==> config.mk <==
export PLATFORM = sky130hd
export DESIGN_NAME = uart_irq_unit
export DESIGN_NICKNAME = d
export VERILOG_FILES = /design/src/rtl/uart_irq_pkg.sv /design/src/rtl/irq_reg_decode.sv /design/src/rtl/irq_raw_bank.sv /design/src/rtl/irq_enable_reg.sv /design/src/rtl/irq_combine.sv /design/src/rtl/uart_irq_unit.sv
export SDC_FILE = /design/constraint.sdc
export NUM_CORES = 1
export LEC_CHECK = 0
export BUFFER_PORTS_ARGS = -buffer_cell sky130_fd_sc_hd__buf_2
export CAP_MARGIN = 40
export CELL_PAD_IN_SITES_DETAIL_PLACEMENT = 1
export CELL_PAD_IN_SITES_GLOBAL_PLACEMENT = 1
export CORE_ASPECT_RATIO = 0.7
export CORE_MARGIN = 2
export CORE_UTILIZATION = 30
export CTS_BUF_LIST = sky130_fd_sc_hd__clkbuf_8
export DETAILED_ROUTE_END_ITERATION = 8
export PLACE_DENSITY = 0.66
export SYNTH_ARGS = -nofsm -noshare
export SYNTH_HDL_FRONTEND = slang
export SYNTH_HIERARCHICAL = 1
export SYNTH_SLANG_ARGS = --single-unit
==> constraint.sdc <==
create_clock -name clk -period 1.1 [get_ports clk]
set_input_delay 0 -clock clk [delete_from_list [all_inputs] [get_ports clk]]
set_output_delay 0 -clock clk [all_outputs]
set_load 0.1 [all_outputs]
==> src/rtl/uart_irq_pkg.sv <==
package uart_irq_pkg;
  localparam int unsigned SRC_COUNT = 11;

  localparam int unsigned SRC_OVERRUN = 10;
  localparam int unsigned SRC_BREAK   = 9;
  localparam int unsigned SRC_PARITY  = 8;
  localparam int unsigned SRC_FRAMING = 7;
  localparam int unsigned SRC_RXTMO   = 6;
  localparam int unsigned SRC_TXLVL   = 5;
  localparam int unsigned SRC_RXLVL   = 4;
  localparam int unsigned SRC_DSR     = 3;
  localparam int unsigned SRC_DCD     = 2;
  localparam int unsigned SRC_CTS     = 1;
  localparam int unsigned SRC_RI      = 0;

  localparam int unsigned OFS_ENABLE = 'h038;
  localparam int unsigned OFS_RAW    = 'h03C;
  localparam int unsigned OFS_MASKED = 'h040;
  localparam int unsigned OFS_CLEAR  = 'h044;

  typedef enum logic [2:0] {
    SEL_NONE,
    SEL_ENABLE,
    SEL_RAW,
    SEL_MASKED,
    SEL_CLEAR
  } reg_sel_e;
endpackage

==> src/rtl/irq_reg_decode.sv <==
module irq_reg_decode
  import uart_irq_pkg::*;
#(
  parameter int unsigned ADDR_W = 12,
  parameter int unsigned DATA_W = 16,
  parameter int unsigned NSRC   = SRC_COUNT
) (
  input  logic [ADDR_W-1:0] addr,
  input  logic              we,
  input  logic [NSRC-1:0]   wdata,
  input  logic [NSRC-1:0]   raw,
  input  logic [NSRC-1:0]   enables,
  input  logic [NSRC-1:0]   masked,
  output logic              enable_wr,
  output logic [NSRC-1:0]   clear_vec,
  output logic [DATA_W-1:0] rdata
);
  reg_sel_e sel;

  always_comb begin
    if (addr == ADDR_W'(OFS_ENABLE))      sel = SEL_ENABLE;
    else if (addr == ADDR_W'(OFS_RAW))    sel = SEL_RAW;
    else if (addr == ADDR_W'(OFS_MASKED)) sel = SEL_MASKED;
    else if (addr == ADDR_W'(OFS_CLEAR))  sel = SEL_CLEAR;
    else                                  sel = SEL_NONE;
  end

  assign enable_wr = we && (sel == SEL_ENABLE);
  assign clear_vec = (we && (sel == SEL_CLEAR)) ? wdata : '0;

  always_comb begin
    rdata = '0;
    unique case (sel)
      SEL_ENABLE: rdata[NSRC-1:0] = enables;
      SEL_RAW:    rdata[NSRC-1:0] = raw;
      SEL_MASKED: rdata[NSRC-1:0] = masked;
      default:    rdata = '0;
    endcase
  end
endmodule

==> src/rtl/irq_raw_bank.sv <==
module irq_raw_bank #(
  parameter int unsigned NSRC = 11
) (
  input  logic            clk,
  input  logic            rst_n,
  input  logic [NSRC-1:0] set_vec,
  input  logic [NSRC-1:0] clear_vec,
  output logic [NSRC-1:0] raw
);
  for (genvar i = 0; i < NSRC; i++) begin : g_bit
    always_ff @(posedge clk or negedge rst_n) begin
      if (!rst_n)            raw[i] <= 1'b0;
      else if (set_vec[i])   raw[i] <= 1'b1;
      else if (clear_vec[i]) raw[i] <= 1'b0;
    end
  end
endmodule

==> src/rtl/irq_enable_reg.sv <==
module irq_enable_reg #(
  parameter int unsigned NSRC = 11
) (
  input  logic            clk,
  input  logic            rst_n,
  input  logic            wr,
  input  logic [NSRC-1:0] wdata,
  output logic [NSRC-1:0] enables
);
  always_ff @(posedge clk or negedge rst_n) begin
    if (!rst_n)  enables <= '0;
    else if (wr) enables <= wdata;
  end
endmodule

==> src/rtl/irq_combine.sv <==
module irq_combine #(
  parameter int unsigned NSRC = 11
) (
  input  logic            clk,
  input  logic            rst_n,
  input  logic [NSRC-1:0] raw,
  input  logic [NSRC-1:0] enables,
  output logic [NSRC-1:0] masked,
  output logic            irq
);
  assign masked = raw & enables;

  always_ff @(posedge clk or negedge rst_n) begin
    if (!rst_n) irq <= 1'b0;
    else        irq <= |masked;
  end
endmodule

==> src/rtl/uart_irq_unit.sv <==
module uart_irq_unit
  import uart_irq_pkg::*;
#(
  parameter int unsigned ADDR_W = 12,
  parameter int unsigned DATA_W = 16
) (
  input  logic                 clk,
  input  logic                 rst_n,
  input  logic [SRC_COUNT-1:0] evt_pulse,
  input  logic [ADDR_W-1:0]    bus_addr,
  input  logic                 bus_we,
  input  logic [SRC_COUNT-1:0] bus_wdata,
  output logic [DATA_W-1:0]    bus_rdata,
  output logic                 irq_out
);
  localparam int unsigned NSRC = SRC_COUNT;

  logic [NSRC-1:0] raw_q;
  logic [NSRC-1:0] mask_q;
  logic [NSRC-1:0] masked;
  logic [NSRC-1:0] clear_vec;
  logic            enable_wr;

  irq_reg_decode #(.ADDR_W(ADDR_W), .DATA_W(DATA_W), .NSRC(NSRC)) u_decode (
    .addr(bus_addr), .we(bus_we), .wdata(bus_wdata),
    .raw(raw_q), .enables(mask_q), .masked(masked),
    .enable_wr(enable_wr), .clear_vec(clear_vec), .rdata(bus_rdata)
  );

  irq_raw_bank #(.NSRC(NSRC)) u_raw (
    .clk(clk), .rst_n(rst_n), .set_vec(evt_pulse),
    .clear_vec(clear_vec), .raw(raw_q)
  );

  irq_enable_reg #(.NSRC(NSRC)) u_enable (
    .clk(clk), .rst_n(rst_n), .wr(enable_wr),
    .wdata(bus_wdata), .enables(mask_q)
  );

  irq_combine #(.NSRC(NSRC)) u_combine (
    .clk(clk), .rst_n(rst_n), .raw(raw_q), .enables(mask_q),
    .masked(masked), .irq(irq_out)
  );
endmodule

Yosys cells after proc, flatten, opt, wreduce, memory -nomap -nowiden
Cells that the tools add are included.
- equality and inequality tests: 8
- multiplexer cells: 28
- bitwise gates (word level): 1
- reductions and logical operators: 14
- operators with widths (cell ; number):
    $pmux 11 s3 ; 1
    $eq 12x6->1 const B ; 2
    $eq 12x7->1 const B ; 2
    $mux 1 ; 22
    $reduce_bool 2->1 ; 11
    $mux 3 ; 4
    $and 11x11->11 ; 1
    $mux 11 ; 1
    $reduce_or 11->1 ; 1
    $eq 3x2->1 const B ; 2
    $eq 3x1->1 const B ; 1
    $eq 3x3->1 const B ; 1
    $logic_and 1x1->1 ; 2
- flip-flop bits (word level): 23
- output and inout bits: 17
- logic and storage cells: 64

Depth between registers and ports, before layout
Gate-level depths: netlist (run 1).
- depth in word-level cells: 10
- gate-level depth with buffers: 7
- gate-level depth less buffers: 5

Modules after synthesis
Netlist (run 1), hierarchy kept.
- by module, submodules not included (module ; instances ; cells an instance ; area an instance (um2) ; sequential area each (um2)):
    irq_reg_decode ; 1 ; 89 ; 640.6 ; 0.0
    irq_enable_reg ; 1 ; 23 ; 447.9 ; 275.3
    irq_raw_bank ; 1 ; 33 ; 399.1 ; 275.3
    irq_combine ; 1 ; 17 ; 130.1 ; 25.0

Least setup slack after synthesis (run 1)
OpenSTA, ideal clock, no wires.
- path kind: input -> output
- start: in bus_addr[1]
- end: out bus_rdata[0]
- arrival time: 2.858 ns
- data required time: 1.100 ns
- slack: -1.758 ns
- cell stages on the path: 3
- buffers on the path: 0
- cell sequence: nor4_4 > nand2_4 > o32ai_1
- cells in the longest elaborated chain, start to end: 7
- RTL lines (what ; RTL line ; source):
    start, declared ; uart_irq_unit.sv:10 ; input logic [ADDR_W-1:0] bus_addr,
    $eq 12x7->1 ; irq_reg_decode.sv:24 ; else if (addr == ADDR_W'(OFS_CLEAR)) sel = SEL_CLEAR;
    $mux 3 ; irq_reg_decode.sv:24 ;
    $mux 3 ; irq_reg_decode.sv:23 ; else if (addr == ADDR_W'(OFS_MASKED)) sel = SEL_MASKED;
    $mux 3 ; irq_reg_decode.sv:22 ; else if (addr == ADDR_W'(OFS_RAW)) sel = SEL_RAW;
    $mux 3 (*) ; irq_reg_decode.sv:21 ; if (addr == ADDR_W'(OFS_ENABLE)) sel = SEL_ENABLE;
    $eq 3x2->1 / $eq 3x1->1 (equally long branches) ; irq_reg_decode.sv:33 ; unique case (sel)
    $pmux 11 s3 (*) ; irq_reg_decode.sv:33 ;
    end, declared ; uart_irq_unit.sv:13 ; output logic [DATA_W-1:0] bus_rdata,
Every way passes the cells marked *; elsewhere a longest branch is shown, timed or not.

Final worst setup path (run 1)
- start: reg u_raw.raw[2]
- end: out bus_rdata[2]
- cells in the longest elaborated chain, start to end: 2
- RTL lines (what ; RTL line ; source):
    start, declared ; irq_raw_bank.sv:8 ; output logic [NSRC-1:0] raw
    start signal, assigned by index ; irq_raw_bank.sv:12 ; if (!rst_n) raw[i] <= 1'b0;
    start signal, assigned by index ; irq_raw_bank.sv:13 ; else if (set_vec[i]) raw[i] <= 1'b1;
    start signal, assigned by index ; irq_raw_bank.sv:14 ; else if (clear_vec[i]) raw[i] <= 1'b0;
    $and 11x11->11 ; irq_combine.sv:11 ; assign masked = raw & enables;
    via masked[2] ; uart_irq_unit.sv:20 ; logic [NSRC-1:0] masked;
    $pmux 11 s3 ; irq_reg_decode.sv:33 ;
The timed path passes the listed nets, and every way through them passes these cells.

==> results of run 1 <==
## path summary, 6_finish.rpt
path	startpoint	to	slack [ps]	depth (start not counted)
worst max-delay path	u_raw/raw[2]$_DFFE_PN0P_	bus_rdata[2]	-340	5
worst min-delay path	rst_n	u_raw/raw[7]$_DFFE_PN0P_	240	2
worst max register to register	u_enable/enables[4]$_DFFE_PN0P_	u_combine/irq$_DFF_PN0_	-150	4
worst min register to register	u_raw/raw[10]$_DFFE_PN0P_	u_raw/raw[10]$_DFFE_PN0P_	520	1
max in group asynchronous	rst_n	u_enable/enables[1]$_DFFE_PN0P_	470	2
min in group clk	bus_addr[2]	u_raw/raw[8]$_DFFE_PN0P_	290	6
## flip-flops by register name (all words and copies together), names as in the netlist
signal / count
u_raw/raw: 11
u_combine/irq: 1
u_enable/enables: 11
## cell families after synthesis
group,count (synthesis),share of synthesized area (%)
flops,23,35.58
mux,22,17.17
other cells,1,0.2318
buf+inv,28,8.740
simple gates,66,28.38
compound gates,22,9.899
## metal layers
layer  part of all wire [%]  vias up
met2                     48       48
met4                   0.15        0
met3                    5.1        2
met5                      0        -
li1                       -      774
met1                     47      796
## metrics by stage
step | hold slack [ps] | instance area, um^2 | setup WS (ps)
2_1_floorplan | -295.6 | 1849 | -431.0
3_3_place_gp | 29.31 | 2420 | -172.2
3_5_place_dp | 31.58 | 2420 | -205.8
4_1_cts | 264.1 | 2799 | -347.7
5_1_grt | 304.1 | 2836 | -418.0
6_report | 244.0 | 2836 | -341.1
## report_power, final
part	internal (W)	leakage (nW)	switching, W
clock	0.000254	0.0255	0.000296
combinational	0.000183	0.832	0.000252
sequential	0.000848	0.264	0.00000186
total	0.00128	1.12	0.000550
## cell usage after synthesis
library cell / count / area, um^2
nand2_1: 2 / 7.510
mux2_4: 10 / 150.1
nand2_4: 1 / 11.26
nor4_2: 1 / 12.51
and2_4: 2 / 17.52
nor3_1: 2 / 10.01
nor4b_4: 1 / 23.77
buf_6: 1 / 11.26
o32ai_1: 6 / 52.55
nand4_1: 17 / 106.4
nand4b_1: 12 / 105.1
conb_1: 1 / 3.750
dfrtp_1: 23 / 575.6
nor2_1: 15 / 56.30
and2_1: 9 / 56.30
nor3_4: 1 / 16.27
nand3_1: 1 / 5.000
o21ai_1: 3 / 15.01
buf_4: 5 / 37.54
mux2_2: 6 / 67.56
o21ai_0: 2 / 10.01
buf_2: 8 / 40.04
inv_1: 11 / 41.29
clkbuf_1: 3 / 11.26
mux2i_1: 6 / 60.06
and4b_1: 1 / 10.01
nor4_4: 1 / 21.27
a21o_1: 11 / 82.58
## cell usage in the layout, fill, tap and decap left out, types with 2 or more instances in the layout
cell type | Yosys | layout
and2_4 | 2 | 11
dlygate4sd3_1 | 0 | 23
clkbuf_8 | 0 | 3
nor2_1 | 15 | 14
a21o_1 | 11 | 11
o21ai_4 | 0 | 5
mux2i_1 | 6 | 6
mux2_4 | 10 | 12
nand4b_1 | 12 | 12
buf_12 | 0 | 16
inv_1 | 11 | 11
mux2_2 | 6 | 4
nand4_1 | 17 | 17
buf_4 | 5 | 26
conb_1 | 1 | 5
nor3_4 | 1 | 2
buf_2 | 8 | 37
dfrtp_1 | 23 | 23
o32ai_4 | 0 | 6
## final cells by class
cell class | instances | area share (%)
clock buffers | 3 | 1.456
clock inverters | 1 | 0.1764
inverters | 11 | 1.456
multi-input cells | 115 | 40.23
flip-flops and latches | 23 | 20.29
well taps | 72 | 3.176
repair buffers | 103 | 33.22
## what timing repair did
| item | 4_1_cts | 5_1_grt |
|---|---|---|
| endpoints found under the setup margin | 12 | 12 |
| setup buffers | 10 | 4 |
| hold buffers | 23 | 0 |
| resized for setup | 10 | 2 |
| pin swaps | 19 | 4 |
| endpoints found under the hold margin | 45 | 0 |
==> impl_summary.md, run 1 <==
Timing
The number of pins with negative max-slew slack in the final report is 0. The highest clock rate is between 600 and 700 MHz. In the final timing run, aggregate negative setup slack is -2894 ps.

The worst path in the final design needs a cycle of 1441 ps, including I/O delays and setup. Clock skew on the completed layout was measured at 3.435 ps. The tightest slew margin relative to the limit is 62.19%. At the pin with the least slew margin, the transition time is 567.2 ps. The count of endpoints failing setup in the final report is 12. The post-route clock period utilization is 131.0%. The final-report hold violation count is 0. After layout, the worst setup slack is -341.1 ps. Setup repair after global routing could not meet its margin everywhere.

Setup path
The critical path's slowest cell is dfrtp_1. The critical path is of the reg2out type. The nature of the critical path startpoint is a register. The worst setup path is captured at a primary output.

On the worst path, the slowest cell contributes a delay of around 400 ps. The critical path goes through and2_4 > buf_6 > nand4b_1 > o21ai_4 > buf_12. The worst path buffer plus inverter count is 2.

The worst endpoint required time is 1100 ps. Broken down by cell family, the worst path's largest delay share belongs to flip-flops. The highest net fanout along the worst path is 3. The signal arrival time at the worst endpoint is 1440 ps.

Final layout
Excluding fillers, the count of instances in the completed layout stands at 328. The share of layout cells above drive strength 1 is roughly half. The final net count is approximately 300. The final core area utilization is 54.23%. The final-layout fill cell count is 573.

The number of diodes added for antenna fixing is 0. Relative to the synthesized area, the layout overhead comes to 75.33%. The area of the multi-input gates is roughly 1100 um^2. The sequential cell area is 575.6 um^2.

Global routing
The met3 global-route usage is 3.440%. Global routing finished with a remaining overflow of 0. The met2 track utilization from global routing is 32.35%. The global-route layer with the greatest usage is met2. The first global-routing pass estimated 9280 um of wire. Entering global routing, the biggest net connects 24 pins. The via count of the first global-routing pass is 1,734. The initial antenna violation count is 0.

The met1 layer usage reported by global route is slightly below 30%. In the global route stage, overall resource usage came out at 19.95%.

Clock network
The CTS buffer count is 3. The number of buffers on the longest clock path is 2. The H-tree depth is 1.

Clock tree synthesis selected as its root buffer the cell clkbuf_8. The CTS tree is yes. The clock-pin slew on the worst setup and hold paths is 90 ps. The number of sinks driven by the clock tree is 23.

Clock latency on the worst-skew pair, taken at its later pin, is 270 ps.

Detailed routing
Detailed routing inserted a total of approximately 1,600 vias. The length of the first detailed-routing pass in iterations is 4. The detailed router's first-iteration violation count is 49. Summed over all layers, the routed wires come to 5488 um. The vias per cell is 4.939. After detailed routing, the average wire length per cell comes to 16.73 um. The number of nets still failing antenna checks after routing is 0. The remaining design rule violation count is 0.

Place
The half-perimeter wire length after placement is 3733 um. The number of input and output port buffers inserted is 48. At the end of routability-driven placement, the weighted congestion stood at around 0.75. The count of placed standard cells including taps is between 200 and 300.

Outcome
The run finished, with violations left. The checks that failed: setup timing.

Die
For this configuration, the core starts out at a cell density of between 30% and 40%. In this run the standard cell core region covers 5230 um^2. The vertical extent of the die is 65.44 um. The number of ports placed on the die boundary is 54.

The floorplan step set the die width to roughly 92 um. The floorplan step defined a die boundary enclosing 6005 um^2. The floorplan has 22 rows.

Yosys
The yosys synthesis warning count is 6. The synthesized area per cell is roughly 10 um^2. The cell count after synthesis is 162. The sequential element share of the synthesized area is 35.58%.

The number of flip-flops and latches in the synthesized netlist is 23. The post-synth design cell area is around 1600 um^2. The number of distinct standard cells referenced by the synthesized netlist is 28.

Pwr
The total power consumption of the routed design is 0.001835 W. The peak supply drop is 0.0003298 V. For this design the ratio of total power to cell area is approximately 650 nW/um^2. In this run the static leakage power is 1.121 nW.

Job
The number of maximum-capacitance violations is 0.

Worst hold path
The worst hold path belongs to the class in2async.
(Power assumes the default switching activity.)
==> run 2, diff against run 1 <==
--- a/config.mk
+++ b/config.mk
@@ -14,7 +14,9 @@
 export CORE_UTILIZATION = 30
 export CTS_BUF_LIST = sky130_fd_sc_hd__clkbuf_8
 export DETAILED_ROUTE_END_ITERATION = 8
-export PLACE_DENSITY = 0.66
+export PLACE_DENSITY_LB_ADDON = 0.1
+export SKIP_CTS_REPAIR_TIMING = 1
+export SLEW_MARGIN = 20
 export SYNTH_ARGS = -nofsm -noshare
 export SYNTH_HDL_FRONTEND = slang
 export SYNTH_HIERARCHICAL = 1
==> impl_summary.md, run 2 (synthesis results as in run 1) <==
Timing
The shortest period the worst path allows came to 1376 ps (was 1441 ps). The number of pins with negative max-slew slack in the final report was 0 (unchanged). The final-report hold violation count is 0 (unchanged). Unrepaired setup endpoints after global routing: true (unchanged).

The pin slew with the least headroom to its limit is 575.0 ps (was 567.2 ps). The highest clock rate is 726.9 MHz (was 693.9 MHz). The worst setup margin is -275.7 ps (was -341.1 ps). The worst hold margin is 0.9676 ps (was 244.0 ps).

The setup skew after layout is 3.857 ps (was 3.435 ps). The count of endpoints failing setup in the final report is 12 (unchanged). The tightest slew margin relative to the limit is 61.67% (was 62.19%). The post-route clock period utilization was 125.1% (was 131.0%).

Final layout
The most common library cell in the layout ignoring fill and taps is buf_2 (unchanged). The share of layout cells above drive strength 1 was 51.17% (was 51.56%). The final-layout fill cell count is 567 (was 573).

The layout-stage area growth over the synthesis result is 72.54% (was 75.33%). The final instance area was 2791 um^2 (was 2836 um^2). The final core area utilization is 53.37% (was 54.23%). The final net count is 294 (unchanged). Most frequent cells in the layout: buf_2 (37), buf_4 (31), dfrtp_1 (23) (was buf_2 (37), buf_4 (26), dlygate4sd3_1 (23), dfrtp_1 (23), nand4_1 (17)).

Regs by FF count: u_enable/enables x11, u_raw/raw x11, u_combine/irq x1 (unchanged). The number of diodes added for antenna fixing came to 0 (unchanged).

Global routing
The via count of the first global-routing pass is 1,586 (was 1,734). The global-route wire length before repair is 8176 um (was 9280 um). The maximum number of pins on one net before global-route repair is 28 (was 24). The remaining global-route overflow is 0 (unchanged). The initial antenna violation count is 0 (unchanged). The global-route usage over all layers is 17.23% (was 19.95%).

Detailed routing
The vias per cell is 4.887 (was 4.939). The remaining design rule violation count was 0 (unchanged). The number of nets still failing antenna checks after routing was 0 (unchanged). The detailed-route via count is 1,603 (was 1,620). The average wire length per cell after detail routing is 16.59 um (was 16.73 um). The detailed router's first-iteration violation count was 24 (was 49). The length of the first detailed-routing pass in iterations is 4 (unchanged).

The routed wire length is 5440 um (was 5488 um).

Clock network
The later-pin clock latency in the skew report is 270 ps (about the same). The CTS buffer count is 3 (unchanged). The clock-pin slew on the worst setup and hold paths came to 80 ps (was 90 ps). The number of sinks driven by the clock tree is 23 (unchanged). The root buffer selected by CTS is clkbuf_8 (unchanged). The CTS tree is yes (unchanged). The number of buffers on the longest clock path was 2 (unchanged).

The H-tree depth is 1 (unchanged).

Setup path
The capture instance of the worst register-to-register path is u_combine/irq$_DFF_PN0_ (unchanged). The type of the worst setup path is reg2out (unchanged). The worst setup path startpoint is u_enable/enables[10]$_DFFE_PN0P_ (was u_raw/raw[2]$_DFFE_PN0P_).

The startpoint of the lowest-slack register-to-register path is u_enable/enables[9]$_DFFE_PN0P_ (was u_enable/enables[4]$_DFFE_PN0P_). The count of cells along the worst register-to-register path is 4 (unchanged). The nature of the critical path startpoint is a register (unchanged). The highest net fanout along the worst path is 3 (unchanged). The worst endpoint required time is 1100 ps (about the same). The signal arrival time at the worst endpoint is 1380 ps (was 1440 ps). The slack of the worst reg-to-reg path came to -90 ps (was -150 ps). The capturing instance or port of the critical path is bus_rdata[10] (was bus_rdata[2]). The sort of element at the end of the critical path is a primary output (unchanged).

Place
The number of input and output port buffers inserted is 48 (unchanged). The placed instance area is 2375 um^2 (was 2420 um^2). The worst slack at placement was -208.9 ps (was -205.8 ps). The routability-driven placement congestion ratio is 0.7952 (was 0.7547). The half-perimeter wire length after placement is 3748 um (was 3733 um).

Worst hold path
The class of the most critical hold timing path is in2reg (was in2async).

Pwr
The leakage power was 1.112 nW (was 1.121 nW). The reported net switching power came to 0.0005435 W (was 0.0005499 W). The clock share of power is 29.9% (was 30.0%). The internal power component is 0.001270 W (was 0.001285 W). The relative contribution of sequential cells to total power was 46.9% (was 46.3%).

The ratio of total power to cell area is 649.5 nW/um^2 (was 646.9 nW/um^2). The peak supply drop is 0.0003324 V (was 0.0003298 V). The switching fraction of total power is 29.97% (about the same). The total power consumption of the routed design is 0.001813 W (was 0.001835 W).

The combinational share of power is 23.2% (was 23.7%).

Die
The starting density of the core is 30.93% (unchanged). The die width came to 91.77 um (unchanged). The area of the core is 5230 um^2 (unchanged).

The vertical extent of the die is 65.44 um (unchanged). The full die area is 6005 um^2 (unchanged). The floorplan row count is 22 (unchanged).

The number of ports placed on the die boundary is 54 (unchanged).

Outcome
Violations in the final reports: setup timing (unchanged). Result of the run: finished with violations (unchanged).

Job
The number of maximum-capacitance violations is 0 (unchanged).
-- run 2: cell count changes in the layout (fill, tap and decap cells not counted), sizes merged --
cell,delta
buf,+1
clkinv,-1
dlygate4sd3,-1
inv,+1
-- run 2: layout make-up --
cell class | instances | area [um^2] | area share, %
clock inverters | 1 | 3.754 | 0.1345
repair buffers | 103 | 898.4 | 32.18
clock buffers | 3 | 41.29 | 1.479
inverters | 11 | 41.29 | 1.479
flip-flops and latches | 23 | 575.6 | 20.62
well taps | 72 | 90.09 | 3.227
multi-input cells | 115 | 1141 | 40.88
-- run 2: power groups by stage --
stage                     clock (W)  combinational (W)  sequential (W)
after detailed placement          0           0.000358        0.000867
final                      0.000542           0.000421        0.000850
after floorplan                   0           0.000207        0.000879
after global placement            0           0.000350        0.000867
after CTS                  0.000566           0.000358        0.000850
after global routing       0.000594           0.000449        0.000851
-- run 2: worst min path at each step --
stage,slack [ps],start,depth (start not counted),end
floorplan,-300,rst_n,0,u_combine/irq$_DFF_PN0_
global placement,30,rst_n,1,u_raw/raw[2]$_DFFE_PN0P_
detailed placement,40,rst_n,1,u_raw/raw[1]$_DFFE_PN0P_
CTS,-260,rst_n,1,u_raw/raw[1]$_DFFE_PN0P_
global route,4,bus_wdata[0],2,u_enable/enables[0]$_DFFE_PN0P_
finish,1,bus_wdata[0],2,u_enable/enables[0]$_DFFE_PN0P_
-- run 2: through the flow --
step / setup TNS [ps] / std cells
global placement: -4582 / 286
CTS: -3154 / 290
finish: -2765 / 328
floorplan: -4945 / 166
global route: -3479 / 328
detailed placement: -5140 / 286
-- run 2: layer usage --
layer	vias up	track usage [%]	part of all wire, %
met5	-	0	0
met4	0	2.239	0.53
met3	4	3.211	2.6
met2	30	31.71	52
met1	801	21.76	45
li1	768	-	-
-- run 2: critical path, stage by stage (launching register included) --
cell      delay, ps
dfrtp_1         410
and2_4          170
nand4b_1        150
o21ai_4         190
buf_12          190
==> run 3, diff against run 2 <==
--- a/config.mk
+++ b/config.mk
@@ -16,6 +16,7 @@
 export DETAILED_ROUTE_END_ITERATION = 8
 export PLACE_DENSITY_LB_ADDON = 0.1
 export SKIP_CTS_REPAIR_TIMING = 1
+export SKIP_LAST_GASP = 1
 export SLEW_MARGIN = 20
 export SYNTH_ARGS = -nofsm -noshare
 export SYNTH_HDL_FRONTEND = slang
==> impl_summary.md, run 3 (synthesis results as in run 1) <==
Setup path
Series of cell instances along the critical path: and2_1 > nand4b_1 > o21ai_4 > buf_12 (was and2_4 > nand4b_1 > o21ai_4 > buf_12). The sort of element at the end of the critical path is a primary output (unchanged). The worst path buffer plus inverter count came to 1 (unchanged). The count of cells along the worst register-to-register path is 4 (unchanged).

The critical path's slowest cell is dfrtp_1 (unchanged). The capture instance of the worst register-to-register path is u_combine/irq$_DFF_PN0_ (unchanged). The slack of the worst reg-to-reg path was -90 ps (about the same).

The family with the most delay on the worst path is flip-flops (unchanged). The nature of the critical path startpoint was a register (unchanged). The type of the worst setup path is reg2out (unchanged).

The biggest cell delay along the critical path is 390 ps (was 410 ps). The startpoint of the lowest-slack register-to-register path is u_enable/enables[9]$_DFFE_PN0P_ (unchanged). The signal arrival time at the worst endpoint is 1360 ps (was 1380 ps). The worst endpoint required time is 1100 ps (about the same). The highest net fanout along the worst path is 3 (unchanged).

Clock network
The root buffer selected by CTS is clkbuf_8 (unchanged). The number of buffers on the longest clock path is 2 (unchanged). The number of sinks driven by the clock tree is 23 (unchanged).

The CTS tree is yes (unchanged). The H-tree depth is 1 (unchanged). The clock-pin slew on the worst setup and hold paths came to 90 ps (was 80 ps). The later-pin clock latency in the skew report is 270 ps (about the same). The CTS buffer count is 3 (unchanged).

Pwr
The leakage power is 1.110 nW (was 1.112 nW). The switching fraction of total power is 30.01% (was 29.97%). The combinational share of power is 23.2% (about the same).

The peak supply drop came to 0.0003329 V (was 0.0003324 V). The relative contribution of sequential cells to total power is 46.9% (about the same). The ratio of total power to cell area is 650.4 nW/um^2 (was 649.5 nW/um^2). The reported net switching power is 0.0005443 W (was 0.0005435 W). The clock share of power is 29.9% (about the same). The internal power component came to 0.001269 W (was 0.001270 W).

Place
The count of placed standard cells including taps is 286 (unchanged). The routability-driven placement congestion ratio is 0.7952 (unchanged). The worst slack at placement is -208.9 ps (unchanged). The number of input and output port buffers inserted came to 48 (unchanged). The half-perimeter wire length after placement is 3748 um (unchanged).

Final layout
The final net count was 294 (unchanged). Regs by FF count: u_enable/enables x11, u_raw/raw x11, u_combine/irq x1 (unchanged). Most frequent cells in the layout: buf_2 (37), buf_4 (31), dfrtp_1 (23) (unchanged). The number of standard cells in the layout, taps in and fillers out was 328 (unchanged). The share of layout cells above drive strength 1 is 50.78% (was 51.17%). The area of the multi-input gates came to 1139 um^2 (was 1141 um^2).

The sequential cell area is 575.6 um^2 (unchanged). The layout-stage area growth over the synthesis result is 72.39% (was 72.54%). The most common library cell in the layout ignoring fill and taps is buf_2 (unchanged).

The number of diodes added for antenna fixing is 0 (unchanged). The final-layout fill cell count is 567 (unchanged).

Worst hold path
The hold path startpoint is bus_wdata[0] (unchanged). The cell count of the worst hold path is 2 (unchanged). The endpoint with the worst hold slack is u_enable/enables[0]$_DFFE_PN0P_ (unchanged). The class of the most critical hold timing path is in2reg (unchanged).

Timing
The highest clock rate is 734.5 MHz (was 726.9 MHz). The post-route clock period utilization came to 123.8% (was 125.1%). The shortest period the worst path allows is 1362 ps (was 1376 ps). Unrepaired setup endpoints after global routing: true (unchanged). The worst setup margin is -261.5 ps (was -275.7 ps).

The tightest slew margin relative to the limit is 61.75% (was 61.67%). The count of endpoints failing setup in the final report is 12 (unchanged). The final-report hold violation count is 0 (unchanged). The setup skew after layout is 3.830 ps (was 3.857 ps). The number of pins with negative max-slew slack in the final report was 0 (unchanged). The total negative slack is -2741 ps (was -2765 ps). The pin slew with the least headroom to its limit is 573.8 ps (was 575.0 ps).

Detailed routing
The detailed-route via count is 1,597 (was 1,603). The vias per cell is 4.869 (was 4.887). The number of nets still failing antenna checks after routing is 0 (unchanged). The average wire length per cell after detail routing is 16.46 um (was 16.59 um). The length of the first detailed-routing pass in iterations is 4 (unchanged). The routed wire length is 5400 um (was 5440 um).

The remaining design rule violation count is 0 (unchanged). The detailed router's first-iteration violation count is 27 (was 24).

Global routing
The global-route wire length before repair is 8176 um (unchanged). The initial antenna violation count was 0 (unchanged). The via count of the first global-routing pass is 1,586 (unchanged). The global-route usage over all layers is 17.23% (unchanged).

The remaining global-route overflow is 0 (unchanged). The maximum number of pins on one net before global-route repair is 28 (unchanged).

Die
The full die area is 6005 um^2 (unchanged). The floorplan row count is 22 (unchanged). The starting density of the core is 30.93% (unchanged). The area of the core is 5230 um^2 (unchanged). The number of ports placed on the die boundary came to 54 (unchanged).

The die width is 91.77 um (unchanged). The vertical extent of the die is 65.44 um (unchanged).

Job
The number of maximum-capacitance violations is 0 (unchanged).

Outcome
Violations in the final reports: setup timing (unchanged). Result of the run: finished with violations (unchanged).
-- run 3: how the worst max path moves through the flow --
| stage | startpoint | end | slack (ps) | cells after the start |
|---|---|---|---|---|
| global route | u_enable/enables[9]$_DFFE_PN0P_ | bus_rdata[9] | -340 | 4 |
| global placement | bus_addr[6] | u_enable/enables[5]$_DFFE_PN0P_ | -190 | 6 |
| CTS | u_raw/raw[8]$_DFFE_PN0P_ | bus_rdata[8] | -310 | 4 |
| floorplan | bus_addr[6] | bus_rdata[0] | -430 | 2 |
| finish | u_enable/enables[10]$_DFFE_PN0P_ | bus_rdata[10] | -260 | 4 |
| detailed placement | bus_addr[6] | u_enable/enables[10]$_DFFE_PN0P_ | -210 | 6 |
-- run 3: cell type report --
type / count / share of cell area [%]
Clock buffer: 3 / 1.480
Tap cell: 72 / 3.230
Multi-Input combinational cell: 115 / 40.83
Clock inverter: 1 / 0.1346
Sequential cell: 23 / 20.64
Inverter: 11 / 1.480
Timing Repair Buffer: 103 / 32.21
-- run 3: stage by stage --
| step | power [W] | hold slack [ps] | area, um^2 | util [%] |
|---|---|---|---|---|
| floorplan | 0.001086 | -295.6 | 1849 | - |
| global placement | 0.001216 | 27.35 | 2375 | 45.41 |
| detailed placement | 0.001225 | 35.11 | 2375 | 45.41 |
| CTS | 0.001774 | -262.9 | 2420 | 46.27 |
| global route | 0.001894 | 4.451 | 2789 | 53.33 |
| finish | 0.001814 | 0.8434 | 2789 | 53.33 |
-- run 3: metal layers --
layer  part of all wire (%)  GRT usage, %  wire length [um]  vias up
li1                       -             -                 -      768
met1                     44         21.76              2402      795
met2                     52         31.71              2829       30
met3                    2.6         3.211               139        4
met4                   0.54         2.239                29        0
met5                      0             0                 0        -
-- run 3: power by group through the flow --
| stage | combinational [W] | sequential [W] | clock [W] |
|---|---|---|---|
| final | 0.000421 | 0.000850 | 0.000543 |
| after global routing | 0.000450 | 0.000851 | 0.000594 |
| after CTS | 0.000358 | 0.000850 | 0.000566 |
| after detailed placement | 0.000358 | 0.000867 | 0 |
| after global placement | 0.000350 | 0.000867 | 0 |
| after floorplan | 0.000207 | 0.000879 | 0 |
